## config.mk

```make
export PLATFORM = sky130hd
export DESIGN_NAME = nand_cycle_engine
export DESIGN_NICKNAME = d
export VERILOG_FILES = /design/src/rtl/nand_seq_pkg.sv /design/src/rtl/nand_rb_sync.sv /design/src/rtl/nand_gap_timer.sv /design/src/rtl/nand_cycle_engine.sv
export SDC_FILE = /design/constraint.sdc
export NUM_CORES = 1
export LEC_CHECK = 0
export ABC_CLOCK_PERIOD_IN_PS = 2400
export BUFFER_PORTS_ARGS = -buffer_cell sky130_fd_sc_hd__buf_2
export CAP_MARGIN = 20
export CORE_AREA = 2 2 102 104
export CTS_CLUSTER_DIAMETER = 200
export DETAILED_ROUTE_END_ITERATION = 8
export DIE_AREA = 0 0 104 106
export PLACE_DENSITY = 0.75
export SYNTH_ARGS = -nofsm -noshare
export SYNTH_HDL_FRONTEND = slang
export SYNTH_SLANG_ARGS = --single-unit
export TNS_END_PERCENT = 5
```

## constraint.sdc

```tcl
create_clock -name clk -period 2.4 [get_ports clk]
set_clock_uncertainty 0.05 [all_clocks]
set_input_delay 0.24 -clock clk [delete_from_list [all_inputs] [get_ports clk]]
set_output_delay 0.24 -clock clk [all_outputs]
set_load 0.02 [all_outputs]
```

## src/rtl/nand_seq_pkg.sv

```systemverilog
package nand_seq_pkg;

  typedef enum logic [1:0] {
    OP_CMD   = 2'd0,
    OP_ADDR  = 2'd1,
    OP_WRITE = 2'd2,
    OP_READ  = 2'd3
  } nand_op_e;

  typedef enum logic [2:0] {
    ST_IDLE,
    ST_WLO,
    ST_WHI,
    ST_RLO,
    ST_RHI
  } seq_state_e;

endpackage

```

## src/rtl/nand_rb_sync.sv

```systemverilog
module nand_rb_sync #(
  parameter int STAGES = 2
) (
  input  logic clk,
  input  logic rst,
  input  logic rb_async,
  output logic rb_ready
);
  logic [STAGES-1:0] sync_q;

  generate
    if (STAGES == 1) begin : g_single
      always_ff @(posedge clk) begin
        if (rst) sync_q <= '0;
        else     sync_q <= rb_async;
      end
    end else begin : g_chain
      always_ff @(posedge clk) begin
        if (rst) sync_q <= '0;
        else     sync_q <= {sync_q[STAGES-2:0], rb_async};
      end
    end
  endgenerate

  assign rb_ready = sync_q[STAGES-1];
endmodule

```

## src/rtl/nand_gap_timer.sv

```systemverilog
module nand_gap_timer #(
  parameter int W   = 8,
  parameter int VAL = 10
) (
  input  logic clk,
  input  logic rst,
  input  logic load,
  output logic clear
);
  logic [W-1:0] cnt_q;

  always_ff @(posedge clk) begin
    if (rst)               cnt_q <= '0;
    else if (load)         cnt_q <= W'(VAL);
    else if (cnt_q != '0)  cnt_q <= cnt_q - 1'b1;
  end

  assign clear = (cnt_q == '0);
endmodule

```

## src/rtl/nand_cycle_engine.sv

```systemverilog
module nand_cycle_engine
  import nand_seq_pkg::*;
#(
  parameter int COL_W       = 12,
  parameter int ROW_W       = 17,
  parameter int LEN_W       = 12,
  parameter int CNT_W       = 4,
  parameter int WE_LO       = 3,
  parameter int WE_HI       = 2,
  parameter int RE_LO       = 3,
  parameter int RE_HI       = 2,
  parameter int GAP_W       = 8,
  parameter int WP_GAP      = 10,
  parameter int BUSY_GAP    = 10,
  parameter int SYNC_STAGES = 2
) (
  input  logic             clk,
  input  logic             rst,
  input  logic             req_valid,
  input  logic [1:0]       req_op,
  input  logic [LEN_W-1:0] req_len,
  input  logic [7:0]       req_cmd,
  input  logic [COL_W-1:0] req_col,
  input  logic [ROW_W-1:0] req_row,
  output logic             req_ack,
  output logic             req_done,
  input  logic [7:0]       wr_data,
  output logic             wr_pop,
  output logic [7:0]       rd_data,
  output logic             rd_valid,
  input  logic             host_wp_n,
  output logic             nand_ce_n,
  output logic             nand_cle,
  output logic             nand_ale,
  output logic             nand_we_n,
  output logic             nand_re_n,
  output logic             nand_wp_n,
  input  logic             nand_rb,
  output logic [7:0]       nand_io_out,
  output logic             nand_io_oe,
  input  logic [7:0]       nand_io_in
);
  localparam int COL_BYTES  = (COL_W + 7) / 8;
  localparam int ROW_BYTES  = (ROW_W + 7) / 8;
  localparam int ADDR_BYTES = COL_BYTES + ROW_BYTES;
  localparam int ADDR_BITS  = 8 * ADDR_BYTES;

  seq_state_e             state;
  nand_op_e               op_q;
  nand_op_e               op_in;
  logic [CNT_W-1:0]       ph_cnt;
  logic [LEN_W-1:0]       remain;
  logic [ADDR_BITS-1:0]   addr_full;
  logic [ADDR_BITS-1:0]   addr_sh;
  logic                   rb_ok;
  logic                   guard_clear;
  logic                   wpgap_clear;
  logic                   idle;
  logic                   wp_load;
  logic                   accept;
  logic                   guard_load;

  assign op_in = nand_op_e'(req_op);
  assign idle  = (state == ST_IDLE);

  // column bytes first, then row bytes; unused upper bits stay zero
  always_comb begin
    addr_full = '0;
    addr_full[COL_W-1:0] = req_col;
    addr_full[8*COL_BYTES +: ROW_W] = req_row;
  end

  assign wp_load    = idle && (host_wp_n != nand_wp_n);
  assign accept     = idle && req_valid && rb_ok && guard_clear && !wp_load &&
                      ((op_in == OP_READ) || wpgap_clear);
  assign guard_load = (state == ST_WHI) && (ph_cnt == '0) && (remain == '0) &&
                      (op_q == OP_CMD);

  nand_rb_sync #(.STAGES(SYNC_STAGES)) u_rb_sync (
    .clk      (clk),
    .rst      (rst),
    .rb_async (nand_rb),
    .rb_ready (rb_ok)
  );

  nand_gap_timer #(.W(GAP_W), .VAL(BUSY_GAP)) u_busy_guard (
    .clk   (clk),
    .rst   (rst),
    .load  (guard_load),
    .clear (guard_clear)
  );

  nand_gap_timer #(.W(GAP_W), .VAL(WP_GAP)) u_wp_guard (
    .clk   (clk),
    .rst   (rst),
    .load  (wp_load),
    .clear (wpgap_clear)
  );

  always_ff @(posedge clk) begin
    if (rst) begin
      state       <= ST_IDLE;
      op_q        <= OP_CMD;
      ph_cnt      <= '0;
      remain      <= '0;
      addr_sh     <= '0;
      nand_ce_n   <= 1'b1;
      nand_cle    <= 1'b0;
      nand_ale    <= 1'b0;
      nand_we_n   <= 1'b1;
      nand_re_n   <= 1'b1;
      nand_wp_n   <= 1'b0;
      nand_io_oe  <= 1'b0;
      nand_io_out <= '0;
      req_ack     <= 1'b0;
      req_done    <= 1'b0;
      wr_pop      <= 1'b0;
      rd_valid    <= 1'b0;
      rd_data     <= '0;
    end else begin
      req_ack  <= 1'b0;
      req_done <= 1'b0;
      wr_pop   <= 1'b0;
      rd_valid <= 1'b0;
      if (wp_load) nand_wp_n <= host_wp_n;

      case (state)
        ST_IDLE: begin
          if (accept) begin
            req_ack   <= 1'b1;
            nand_ce_n <= 1'b0;
            op_q      <= op_in;
            case (op_in)
              OP_CMD: begin
                nand_cle    <= 1'b1;
                nand_io_out <= req_cmd;
                remain      <= '0;
              end
              OP_ADDR: begin
                nand_ale    <= 1'b1;
                nand_io_out <= addr_full[7:0];
                addr_sh     <= addr_full >> 8;
                remain      <= LEN_W'(ADDR_BYTES - 1);
              end
              OP_WRITE: begin
                nand_io_out <= wr_data;
                wr_pop      <= 1'b1;
                remain      <= req_len;
              end
              default: begin
                remain      <= req_len;
              end
            endcase
            if (op_in == OP_READ) begin
              nand_re_n <= 1'b0;
              ph_cnt    <= CNT_W'(RE_LO - 1);
              state     <= ST_RLO;
            end else begin
              nand_io_oe <= 1'b1;
              nand_we_n  <= 1'b0;
              ph_cnt     <= CNT_W'(WE_LO - 1);
              state      <= ST_WLO;
            end
          end
        end

        ST_WLO: begin
          if (ph_cnt == '0) begin
            nand_we_n <= 1'b1;
            ph_cnt    <= CNT_W'(WE_HI - 1);
            state     <= ST_WHI;
          end else begin
            ph_cnt <= ph_cnt - 1'b1;
          end
        end

        ST_WHI: begin
          if (ph_cnt != '0) begin
            ph_cnt <= ph_cnt - 1'b1;
          end else if (remain == '0) begin
            nand_ce_n  <= 1'b1;
            nand_cle   <= 1'b0;
            nand_ale   <= 1'b0;
            nand_io_oe <= 1'b0;
            req_done   <= 1'b1;
            state      <= ST_IDLE;
          end else begin
            remain    <= remain - 1'b1;
            nand_we_n <= 1'b0;
            ph_cnt    <= CNT_W'(WE_LO - 1);
            state     <= ST_WLO;
            if (op_q == OP_ADDR) begin
              nand_io_out <= addr_sh[7:0];
              addr_sh     <= addr_sh >> 8;
            end else if (op_q == OP_WRITE) begin
              nand_io_out <= wr_data;
              wr_pop      <= 1'b1;
            end
          end
        end

        ST_RLO: begin
          if (ph_cnt == '0) begin
            nand_re_n <= 1'b1;
            rd_data   <= nand_io_in;
            rd_valid  <= 1'b1;
            ph_cnt    <= CNT_W'(RE_HI - 1);
            state     <= ST_RHI;
          end else begin
            ph_cnt <= ph_cnt - 1'b1;
          end
        end

        ST_RHI: begin
          if (ph_cnt != '0) begin
            ph_cnt <= ph_cnt - 1'b1;
          end else if (remain == '0) begin
            nand_ce_n <= 1'b1;
            req_done  <= 1'b1;
            state     <= ST_IDLE;
          end else begin
            remain    <= remain - 1'b1;
            nand_re_n <= 1'b0;
            ph_cnt    <= CNT_W'(RE_LO - 1);
            state     <= ST_RLO;
          end
        end

        default: state <= ST_IDLE;
      endcase
    end
  end
endmodule

```

==> flow_metrics.tcl <==
set metrics [dict create \
    die_h_um 106 \
    drive_gt1_share_pct 26.96 \
    setup_viol_count_final 0 \
    synth_edf_count 0 \
    ios 99 \
    dieWidth_um 104 \
    grt_pass1_vias 4332 \
    ys_warn_count 0 \
    synth_area_leaders "dfxtp_1 (38%), mux2i_1 (6.2%), a21oi_1 (3.9%), nand2_1 (3.7%), nor2_1 (3.6%)" \
    groute.usage.overall_pct 22.62 \
    dp_cells 784 \
    core-area_sq_um 10000 \
    max_stage_delay_ns 0.40 \
    clkTransAtPathRegs_ns 0.09 \
    postSynthAreaPerCell_sq_um 8.536 \
    multi_input_area_sq_um 2771 \
    final.setup.tns_ns 0 \
    drv_cap 0 \
    wl_per_cell_um 15.44 \
    power_density_nw_per_um2 660.6 \
    clk-insertion-delay-late_ns 0.38 \
    slew_headroom_pct 58.51 \
    drt_iter0_drc 358 \
    cp.arrival_ns 2.55 \
    antenna_found_initial 0 \
    crit_family "simple AND/OR/NAND/NOR gates" \
    layout.nets 742 \
    min_path_type "in2reg" \
    grt_max_degree 43 \
    h-tree-depth 3 \
    cp.required_ns 2.62 \
    synthesis.nets 649 \
    die_area_sq_um 11020 \
    cts_tree "yes" \
    worst_pin_slew_ns 0.6206 \
    regArea_sq_um 1827 \
    start_util_pct 48.40 \
    port_buffers 98 \
    rows 37 \
    end_kind "register" \
    vias 4591 \
    finalPower_mw 3.826 \
    synth_most_common_cell "dfxtp_1" \
    finalMaxSlewViolations 0 \
    drc 0 \
    num-fill-cells 937 \
    cp.buffers_inverters 1 \
    diodes 0 \
    static-leakage-power_nw 2.568 \
    utilization_pct 57.92 \
    async_flop_share_pct 0 \
    path_max_fanout 25 \
    syn_area_sq_um 4840 \
    cts_buffer_depth 2 \
    post-dp-hpwl_um 8853 \
    cp_cell_sequence "inv_2 -> ha_4 -> or3b_1 -> a41o_1 -> or3_4 -> and2_4 -> a32o_1" \
    fin_crit_sh_pct 96.89 \
    holdWs_ns 0.01771 \
    cts_root_buffer "clkbuf_8" \
    fmax_ghz 0.4301 \
    post_drt_via_cell_ratio 5.739 \
    cts-buffers-inserted 9 \
    synth_top_area_cell "dfxtp_1" \
    wirelength_um 12350 \
    synth.top_cell.area_share_pct 37.64 \
    cts.sinks 91 \
    gp_congestion 0.9279 \
    crit_type "reg2reg" \
    yosysSeqAreaShare_pct 37.64 \
    ys_seq_elements 91 \
    start_kind "register" \
    peakVddDrop_uv 328.0 \
    drt_pass1_iterations 5 \
    hold_viol 0 \
    final-instance-count-excl-fill 800 \
    area_growth_pct 19.67 \
    synth_cell_type_count 60 \
    slowest_stage "or3_4" \
    grt_pass1_wl_um 20460 \
    postRouteAntennaNets 0 \
    synth_cells 567 \
    ys_top_cells_by_count "dfxtp_1 (91), nand2_1 (48), nor2_1 (46), a21oi_1 (38), clkbuf_1 (38)" \
    ys.flop_type "dfxtp_1" \
    rsz0062_at_grt "true" \
    grt-ovfl-total 0 \
    period_needed_ns 2.325 \
    status "finished clean" \
]
==> through the flow <==
| stage | instance area (sq um) | setup slack [ns] |
|---|---|---|
| floorplan | 4861 | -0.007250 |
| global placement | 5530 | 0.09284 |
| detailed placement | 5530 | -0.02860 |
| CTS | 5768 | 0.01210 |
| global route | 5792 | -0.02772 |
| finish | 5792 | 0.07475 |
==> sequential cells by signal (all words and copies together), names as in the netlist, 2 cells and up <==
signal and cells:
u_wp_guard.cnt_q 8, addr_sh 25, u_rb_sync.sync_q 2, remain 12, nand_io_out 8, ph_cnt 4, state 3, op_q 2
rd_data 8, u_busy_guard.cnt_q 8
==> power by group <==
part / internal (mW) / total (mW) / switching [mW]
Combinational: 0.443 / 0.948 / 0.504
Clock: 0.584 / 1.15 / 0.567
Sequential: 1.62 / 1.73 / 0.108
==> final cells by class <==
cell class                 count  area share (%)
clock buffer                   9           2.139
clock inverter                 6           1.555
inverter                      21           1.361
multi-input combinational    408           47.85
sequential                    91           31.54
tap                          136           2.938
timing repair buffer         129           12.62
==> cells in the final DEF, fill, tap and decap left out, drive strengths merged, types with 5 or more instances in the layout <==
cell type	instances
a31oi	11
a21oi	38
inv	21
o21ai	16
a31o	5
nor3	17
o32ai	6
a32o	9
nor2	47
o31ai	10
a221oi	12
nor2b	6
dfxtp	91
xnor2	8
nand4	12
a21o	10
nor4	7
nand3	14
mux2i	30
and3	7
nand2	48
buf	129
nand2b	5
o211ai	9
xor2	10
clkbuf	9
o31a	9
o22ai	10
ha	10
==> logic make-up (layout without fill, tap and decap cells) <==
group / after synthesis / in the layout / synth area share [%]
AND/OR/NAND/NOR: 186 / 186 / 19.49
buffers and inverters: 68 / 165 / 5.972
flip-flops: 91 / 91 / 37.64
adder cells (fa/ha/maj): 10 / 10 / 2.585
XOR/XNOR: 18 / 18 / 3.257
multiplexers: 30 / 30 / 6.205
AO/OA/AOI/OAI: 164 / 164 / 24.85
==> layer usage <==
layer  up-vias  global-route usage, %  wire, um
met1      2159                  29.35      5518
met4         0                  11.10       383
li1       2275                      -         -
met3        28                  3.004       559
met2       129                  37.22      5889
met5         -                      0         0
==> repair_timing <==
action / 4_1_cts / 5_1_grt
pin swaps: 3 / 2
buffers inserted: 1 / 0
hold buffers: 0 / 0
gates resized for setup: 4 / 6
setup endpoints to repair: 16 / 32
==> final timing paths <==
| kind | start | to | slack, ns | cells after the start |
|---|---|---|---|---|
| worst max register to register | ph_cnt[1] | addr_sh[23] | 0.07 | 7 |
| worst min-delay path | req_row[16] | addr_sh[24] | 0.02 | 2 |
| worst min register to register | u_rb_sync.sync_q[0] | u_rb_sync.sync_q[1] | 0.40 | 1 |
| worst max-delay path | ph_cnt[1] | addr_sh[23] | 0.07 | 7 |
(Power assumes the default switching activity.)
